## config.mk

```make
export PLATFORM = sky130hd
export DESIGN_NAME = nib_dac_front
export DESIGN_NICKNAME = d
export VERILOG_FILES = /design/src/rtl/ndf_pkg.sv /design/src/rtl/ndf_sync.sv /design/src/rtl/ndf_wr_fsm.sv /design/src/rtl/ndf_ld_fsm.sv /design/src/rtl/nib_dac_front.sv
export SDC_FILE = /design/constraint.sdc
export NUM_CORES = 1
export LEC_CHECK = 0
export ABC_AREA = 0
export BUFFER_PORTS_ARGS = -buffer_cell sky130_fd_sc_hd__buf_4
export CORE_ASPECT_RATIO = 1.25
export CORE_UTILIZATION = 56
export DETAILED_ROUTE_END_ITERATION = 7
export HOLD_SLACK_MARGIN = 0.12
export PLACE_DENSITY = 0.87
export REMOVE_ABC_BUFFERS = 1
export SYNTH_ARGS = -nofsm -noshare
export SYNTH_HDL_FRONTEND = slang
export SYNTH_HIERARCHICAL = 1
export SYNTH_SLANG_ARGS = --single-unit
```

## constraint.sdc

```tcl
create_clock -name clk -period 1.75 [get_ports clk]
set_input_delay 0 -clock clk [delete_from_list [all_inputs] [get_ports clk]]
set_output_delay 0 -clock clk [all_outputs]
set_load 0.005 [all_outputs]
```

## src/rtl/ndf_pkg.sv

```systemverilog
package ndf_pkg;

    localparam int NUM_NIB = 3;
    localparam int NIB_LO  = 0;
    localparam int NIB_MID = 1;
    localparam int NIB_HI  = 2;

    localparam logic [1:0] SEL_PAIR = 2'b00;
    localparam logic [1:0] SEL_LO   = 2'b01;
    localparam logic [1:0] SEL_MID  = 2'b10;
    localparam logic [1:0] SEL_HI   = 2'b11;

    typedef enum logic [1:0] {
        W_IDLE    = 2'd0,
        W_CAPTURE = 2'd1,
        W_COMMIT  = 2'd2
    } wr_state_e;

    typedef enum logic [1:0] {
        L_HOLD    = 2'd0,
        L_TRACK   = 2'd1,
        L_STRETCH = 2'd2
    } ld_state_e;

endpackage

```

## src/rtl/ndf_sync.sv

```systemverilog
module ndf_sync #(
    parameter int             W       = 1,
    parameter int             STAGES  = 2,
    parameter logic [W-1:0]   RST_VAL = '0
) (
    input  logic         clk,
    input  logic         rst,
    input  logic [W-1:0] d_i,
    output logic [W-1:0] q_o
);

    logic [W-1:0] stg [STAGES];

    for (genvar s = 0; s < STAGES; s++) begin : g_stg
        if (s == 0) begin : g_first
            always_ff @(posedge clk) begin
                if (rst) stg[0] <= RST_VAL;
                else     stg[0] <= d_i;
            end
        end else begin : g_next
            always_ff @(posedge clk) begin
                if (rst) stg[s] <= RST_VAL;
                else     stg[s] <= stg[s-1];
            end
        end
    end

    assign q_o = stg[STAGES-1];

endmodule

```

## src/rtl/ndf_wr_fsm.sv

```systemverilog
module ndf_wr_fsm
    import ndf_pkg::*;
#(
    parameter int NIB_W = 4,
    parameter int SUB_W = 2
) (
    input  logic                            clk,
    input  logic                            rst,
    input  logic                            cs_s,
    input  logic                            wr_s,
    input  logic                            wide_s,
    input  logic [1:0]                      sel_s,
    input  logic [2*NIB_W-1:0]              data_s,
    output logic [NUM_NIB*NIB_W-SUB_W-1:0]  word_o,
    output logic                            busy_o,
    output wr_state_e                       state_o
);

    localparam int BUS_W = 2 * NIB_W;

    wr_state_e          st_q;
    wr_state_e          st_d;
    logic               strobe_on;
    logic               snap_wide;
    logic [1:0]         snap_sel;
    logic [BUS_W-1:0]   snap_data;
    logic [NUM_NIB-1:0] nib_we;
    logic [NIB_W-1:0]   nib_wd [NUM_NIB];

    assign strobe_on = !cs_s && !wr_s;

    // State register
    always_ff @(posedge clk) begin
        if (rst) st_q <= W_IDLE;
        else     st_q <= st_d;
    end

    // Next-state logic
    always_comb begin
        st_d = st_q;
        unique case (st_q)
            W_IDLE:    if (strobe_on) st_d = W_CAPTURE;
            W_CAPTURE: if (!strobe_on) st_d = W_COMMIT;
            W_COMMIT:  st_d = strobe_on ? W_CAPTURE : W_IDLE;
            default:   st_d = W_IDLE;
        endcase
    end

    // Bus snapshot: the last value seen while the strobe is held
    always_ff @(posedge clk) begin
        if (rst) begin
            snap_wide <= 1'b0;
            snap_sel  <= '0;
            snap_data <= '0;
        end else if (strobe_on) begin
            snap_wide <= wide_s;
            snap_sel  <= sel_s;
            snap_data <= data_s;
        end
    end

    // Output decode: latch enables in the commit state
    always_comb begin
        nib_we = '0;
        for (int g = 0; g < NUM_NIB; g++) nib_wd[g] = snap_data[NIB_W-1:0];
        if (st_q == W_COMMIT) begin
            if (snap_wide) begin
                unique case (snap_sel)
                    SEL_PAIR: begin
                        nib_we[NIB_LO]  = 1'b1;
                        nib_we[NIB_MID] = 1'b1;
                        nib_wd[NIB_MID] = snap_data[BUS_W-1:NIB_W];
                    end
                    SEL_HI:  nib_we[NIB_HI] = 1'b1;
                    default: nib_we = '0;
                endcase
            end else begin
                unique case (snap_sel)
                    SEL_LO:  nib_we[NIB_LO]  = 1'b1;
                    SEL_MID: nib_we[NIB_MID] = 1'b1;
                    SEL_HI:  nib_we[NIB_HI]  = 1'b1;
                    default: nib_we = '0;
                endcase
            end
        end
    end

    // Input latches; the sub-LSB bits of the low nibble are not kept
    for (genvar g = 0; g < NUM_NIB; g++) begin : g_nib
        localparam int KEEP_LSB = (g == NIB_LO) ? SUB_W : 0;
        logic [NIB_W-1:KEEP_LSB] q;
        always_ff @(posedge clk) begin
            if (rst)            q <= '0;
            else if (nib_we[g]) q <= nib_wd[g][NIB_W-1:KEEP_LSB];
        end
        assign word_o[g*NIB_W+NIB_W-1-SUB_W : g*NIB_W+KEEP_LSB-SUB_W] = q;
    end

    assign busy_o  = (st_q != W_IDLE) || strobe_on;
    assign state_o = st_q;

endmodule

```

## src/rtl/ndf_ld_fsm.sv

```systemverilog
module ndf_ld_fsm
    import ndf_pkg::*;
#(
    parameter int CODE_W      = 10,
    parameter int MIN_LOW_CYC = 13
) (
    input  logic              clk,
    input  logic              rst,
    input  logic              ld_s,
    input  logic              busy_i,
    input  logic              commit_i,
    input  logic [CODE_W-1:0] word_i,
    output logic [CODE_W-1:0] code_o,
    output ld_state_e         state_o,
    output logic              guard_zero_o
);

    localparam int CNT_W = $clog2(MIN_LOW_CYC + 1);

    ld_state_e         st_q;
    ld_state_e         st_d;
    logic [CNT_W-1:0]  guard_q;
    logic              window_open;
    logic [CODE_W-1:0] dac_q;

    assign window_open = busy_i || (guard_q != '0);

    // Minimum-low window after a commit made while updating is enabled
    always_ff @(posedge clk) begin
        if (rst)
            guard_q <= '0;
        else if (commit_i && ((st_q != L_HOLD) || !ld_s))
            guard_q <= CNT_W'(MIN_LOW_CYC);
        else if (guard_q != '0)
            guard_q <= guard_q - 1'b1;
    end

    // State register
    always_ff @(posedge clk) begin
        if (rst) st_q <= L_HOLD;
        else     st_q <= st_d;
    end

    // Next-state logic
    always_comb begin
        st_d = st_q;
        unique case (st_q)
            L_HOLD:    if (!ld_s) st_d = L_TRACK;
            L_TRACK:   if (ld_s) st_d = window_open ? L_STRETCH : L_HOLD;
            L_STRETCH: begin
                if (!ld_s)             st_d = L_TRACK;
                else if (!window_open) st_d = L_HOLD;
            end
            default:   st_d = L_HOLD;
        endcase
    end

    // Output register: follows outside L_HOLD, so leaving keeps the word
    always_ff @(posedge clk) begin
        if (rst)                 dac_q <= '0;
        else if (st_q != L_HOLD) dac_q <= word_i;
    end

    assign code_o       = dac_q;
    assign state_o      = st_q;
    assign guard_zero_o = (guard_q == '0);

endmodule

```

## src/rtl/nib_dac_front.sv

```systemverilog
module nib_dac_front
    import ndf_pkg::*;
#(
    parameter int NIB_W       = 4,
    parameter int SUB_W       = 2,
    parameter int SYNC_STAGES = 2,
    parameter int MIN_LOW_CYC = 13
) (
    input  logic                           clk,
    input  logic                           rst,
    input  logic                           wide_bus,
    input  logic [1:0]                     sel,
    input  logic [2*NIB_W-1:0]             bus_d,
    input  logic                           cs_n,
    input  logic                           wr_n,
    input  logic                           upd_n,
    output logic [NUM_NIB*NIB_W-SUB_W-1:0] code_o
);

    localparam int BUS_W  = 2 * NIB_W;
    localparam int WORD_W = NUM_NIB * NIB_W;
    localparam int CODE_W = WORD_W - SUB_W;
    localparam int DSYN_W = 1 + 2 + BUS_W;

    logic [2:0]        ctl_s;
    logic              cs_s;
    logic              wr_s;
    logic              ld_s;
    logic [DSYN_W-1:0] dat_sync;
    logic              wide_s;
    logic [1:0]        sel_s;
    logic [BUS_W-1:0]  data_s;
    logic [CODE_W-1:0] word_code;
    logic              wr_busy;
    logic              wr_commit;
    logic              guard_zero;
    wr_state_e         wr_st;
    ld_state_e         ld_st;

    ndf_sync #(
        .W       (3),
        .STAGES  (SYNC_STAGES),
        .RST_VAL (3'b111)
    ) u_ctl_sync (
        .clk (clk),
        .rst (rst),
        .d_i ({cs_n, wr_n, upd_n}),
        .q_o (ctl_s)
    );

    ndf_sync #(
        .W       (DSYN_W),
        .STAGES  (SYNC_STAGES),
        .RST_VAL ('0)
    ) u_dat_sync (
        .clk (clk),
        .rst (rst),
        .d_i ({wide_bus, sel, bus_d}),
        .q_o (dat_sync)
    );

    assign {cs_s, wr_s, ld_s}       = ctl_s;
    assign {wide_s, sel_s, data_s}  = dat_sync;

    ndf_wr_fsm #(
        .NIB_W (NIB_W),
        .SUB_W (SUB_W)
    ) u_wr (
        .clk     (clk),
        .rst     (rst),
        .cs_s    (cs_s),
        .wr_s    (wr_s),
        .wide_s  (wide_s),
        .sel_s   (sel_s),
        .data_s  (data_s),
        .word_o  (word_code),
        .busy_o  (wr_busy),
        .state_o (wr_st)
    );

    assign wr_commit = (wr_st == W_COMMIT);

    ndf_ld_fsm #(
        .CODE_W      (CODE_W),
        .MIN_LOW_CYC (MIN_LOW_CYC)
    ) u_ld (
        .clk          (clk),
        .rst          (rst),
        .ld_s         (ld_s),
        .busy_i       (wr_busy),
        .commit_i     (wr_commit),
        .word_i       (word_code),
        .code_o       (code_o),
        .state_o      (ld_st),
        .guard_zero_o (guard_zero)
    );

endmodule

```

==> metrics.md <==
| Metric | Value |
|---|---|
| Stages on worst setup path | `5` |
| Total Nets Final | `between 200 and 300` |
| Crit-path max cell delay | `around 0.44 ns` |
| Crit Path Max Fanout | `4` |
| Status | `complete, no violations` |
| Hold EP | `u_wr/g_nib[2].q[2]$_SDFFE_PP0P_` |
| Layout area overhead | `25.3%` |
| Leak Pwr | `approximately 1.2 nW` |
| Reg power frac | `0.486` |
| Combinational Power Share | `0.095` |
| Largest net degree at the start of global routing | `53` |
| Pwr/cell area | `around 1100 nW/um^2` |
| Reg2reg path depth | `5` |
| Slew Limit Fails | `0` |
| Tcrit/Tclk final | `0.808` |
| Clock sink total | `67` |
| Sw Pwr | `~0.00073 W` |
| Total track usage | `0.207` |
| Die Ht | `approximately 74 um` |
| Measured slew at the worst slew-check pin | `0.588 ns` |
| Post-DR wirelength/cell | `roughly 11 um` |
| WL final | `a little under 4000 um` |
| Detailed router's first-iteration violation count | `56` |
| Final Hold Fails | `0` |
| First-pass GRT wire length | `between 6000 and 7000 um` |
| Overflow after GRT | `0` |
| CTS tree | `yes` |
| Clock root cell | `clkbuf_8` |
| Core area | `4070 um^2` |
| Layout cells sized above 1 | `0.218` |
| Vias in the first global route | `about 1600` |
| CP Capture Type | `register` |
| Hold path cells | `2` |
| Worst path arrival time | `about 1.6 ns` |
| Cts repair resizes | `0` |
| Initial core utilization | `0.578` |
| Avg Inst Size Synth | `a little under 10 um^2` |
| Multi-input logic area | `a little over 900 um^2` |
| CP cell instances | `inv_1 -> ha_1 -> or3b_1 -> xnor2_1 -> a21oi_1` |
| Unrepaired setup endpoints after global routing | `false` |
| IO Count | `26` |
| Rows | `26` |
| FF/Latch Area | `between 1000 and 1500 um^2` |
| Post-route ant nets | `0` |
| Start point of the worst hold path | `rst` |
| Synth Cell Area | `between 2000 and 2500 um^2` |
| Tmin final | `1.41 ns` |
| Slowest CP cell | `or3b_1` |
| Filler cell count | `approximately 310` |
| Layout Utilization | `0.725` |
| Worst skew pair latency | `0.33 ns` |
| Initial antenna violation count | `0` |
| Switching Share | `0.216` |
| DRC | `0` |
| Vias | `roughly 1700` |
| Syn Inst Count | `roughly 240` |
| Data required, critical path | `just under 2 ns` |
| CTS Buffer Depth | `2` |
| Cell family with most CP delay | `simple AND/OR/NAND/NOR gates` |
| DR pass1 iterations | `4` |
| CP startpoint kind | `register` |
| Via density | `roughly 4.9` |
| HPWL after DPL | `~2300 um` |
| Clock Pin Slew Worst Setup and Hold Paths | `about 0.070 ns` |
| Max-Cap Viols | `0` |
| Max VDD drop | `about 0.73 mV` |
| Yosys warns | `6` |
| H-tree Lvls | `3` |
| Reg2reg end | `u_ld/guard_q[0]$_SDFFE_PP0P_` |
| DIE AREA | `between 4000 and 5000 um^2` |
| Inserted Clock Buffers | `9` |
| Clock Skew | `approximately 0.0083 ns` |
| Diode count | `0` |
| # port buffers | `25` |
| Final setup violation count | `0` |
| Setup_tns | `0 ns` |
| Worst min-delay path class | `in -> reg` |
| R2R Path Start | `u_ld/guard_q[0]$_SDFFE_PP0P_` |
| DIE WIDTH | `about 60 um` |
| Internal power | `0.00264 W` |
| Clock network power share | `0.419` |
| Placer Congestion | `~0.75` |
| Critical path buffers and inverters | `1` |
| Worst R2R Setup Slack | `between 0.3 and 0.4 ns` |
| Peak Freq | `between 700 and 800 MHz` |
| Post-CTS setup buffers | `0` |
| WS Path Type | `reg -> reg` |
| Worst slew margin relative to its limit | `0.607` |
## power groups by stage
stage | clock network (W) | registers, W | logic [W]
after global placement | 0 | 0.00166 | 0.000271
after CTS | 0.00144 | 0.00163 | 0.000319
final | 0.00141 | 0.00163 | 0.000321
after floorplan | 0 | 0.00166 | 0.000204
after global routing | 0.00150 | 0.00164 | 0.000368
after detailed placement | 0 | 0.00167 | 0.000289
## flip-flops by register name, indices dropped and copies added (netlist names), 2 cells and up
register        flops
u_dat_sync/stg     22
u_ld/code_o        10
u_wr/g_nib.q       10
u_wr/snap_data      8
u_ctl_sync/stg      6
u_ld/guard_q        4
u_ld/state_o        2
u_wr/snap_sel       2
u_wr/state_o        2
## how the worst max path moves through the flow
stage | end | slack [ns] | start
2_1_floorplan | u_ld/guard_q[1]$_SDFFE_PP0P_ | 0.46 | u_ld/guard_q[0]$_SDFFE_PP0P_
3_3_place_gp | u_ld/guard_q[0]$_SDFFE_PP0P_ | 0.42 | u_ld/guard_q[0]$_SDFFE_PP0P_
3_5_place_dp | u_ld/guard_q[0]$_SDFFE_PP0P_ | 0.37 | u_ld/guard_q[0]$_SDFFE_PP0P_
4_1_cts | u_ld/guard_q[0]$_SDFFE_PP0P_ | 0.35 | u_ld/guard_q[0]$_SDFFE_PP0P_
5_1_grt | u_ld/guard_q[0]$_SDFFE_PP0P_ | 0.22 | u_ld/guard_q[0]$_SDFFE_PP0P_
6_report | u_ld/guard_q[0]$_SDFFE_PP0P_ | 0.34 | u_ld/guard_q[0]$_SDFFE_PP0P_
## stage by stage
| step | hold slack [ns] | cells | instance area (um^2) | total power (W) | setup slack [ns] |
|---|---|---|---|---|---|
| 2_1_floorplan | 0.0658 | 225 | 2280 | 0.00186 | 0.462 |
| 6_report | 0.139 | 341 | 2950 | 0.00337 | 0.337 |
| 3_3_place_gp | 0.179 | 309 | 2560 | 0.00193 | 0.417 |
| 3_5_place_dp | 0.183 | 309 | 2560 | 0.00196 | 0.368 |
| 4_1_cts | 0.121 | 341 | 2950 | 0.00339 | 0.349 |
| 5_1_grt | 0.144 | 341 | 2950 | 0.00352 | 0.216 |
## cells in the final DEF (no fill, tap or decap), types with 4 or more instances in the layout
| cell | count |
|---|---|
| dfxtp_1 | 67 |
| nor2b_2 | 15 |
| nand2_1 | 43 |
| or2_1 | 7 |
| buf_4 | 28 |
| nor2_1 | 8 |
| a211oi_1 | 5 |
| mux2i_1 | 5 |
| clkbuf_8 | 11 |
| a21oi_1 | 28 |
| inv_1 | 4 |
| dlygate4sd3_1 | 16 |
| nor2b_1 | 5 |
## repair_timing
| action | in CTS | in global routing |
|---|---|---|
| endpoints found under the hold margin | 14 | 0 |
| hold buffers | 16 | 0 |
| endpoints found under the setup margin | 0 | 0 |
## per-layer routing
layer / track usage / vias to the layer above / part of all wire
met5: 0 / - / 0
li1: - / 866 / -
met4: 0.127 / 0 / 0.0091
met3: 0.0678 / 2 / 0.025
met2: 0.348 / 25 / 0.53
met1: 0.221 / 783 / 0.44
## cell type report
cell class	instances	area share
clock buffers	11	0.0514
clock inverters	5	0.0255
inverters	4	0.00510
multi-input cells	154	0.313
flip-flops and latches	67	0.455
well taps	56	0.0238
repair buffers	44	0.126
Note: power is estimated with default switching activity, not from simulation.
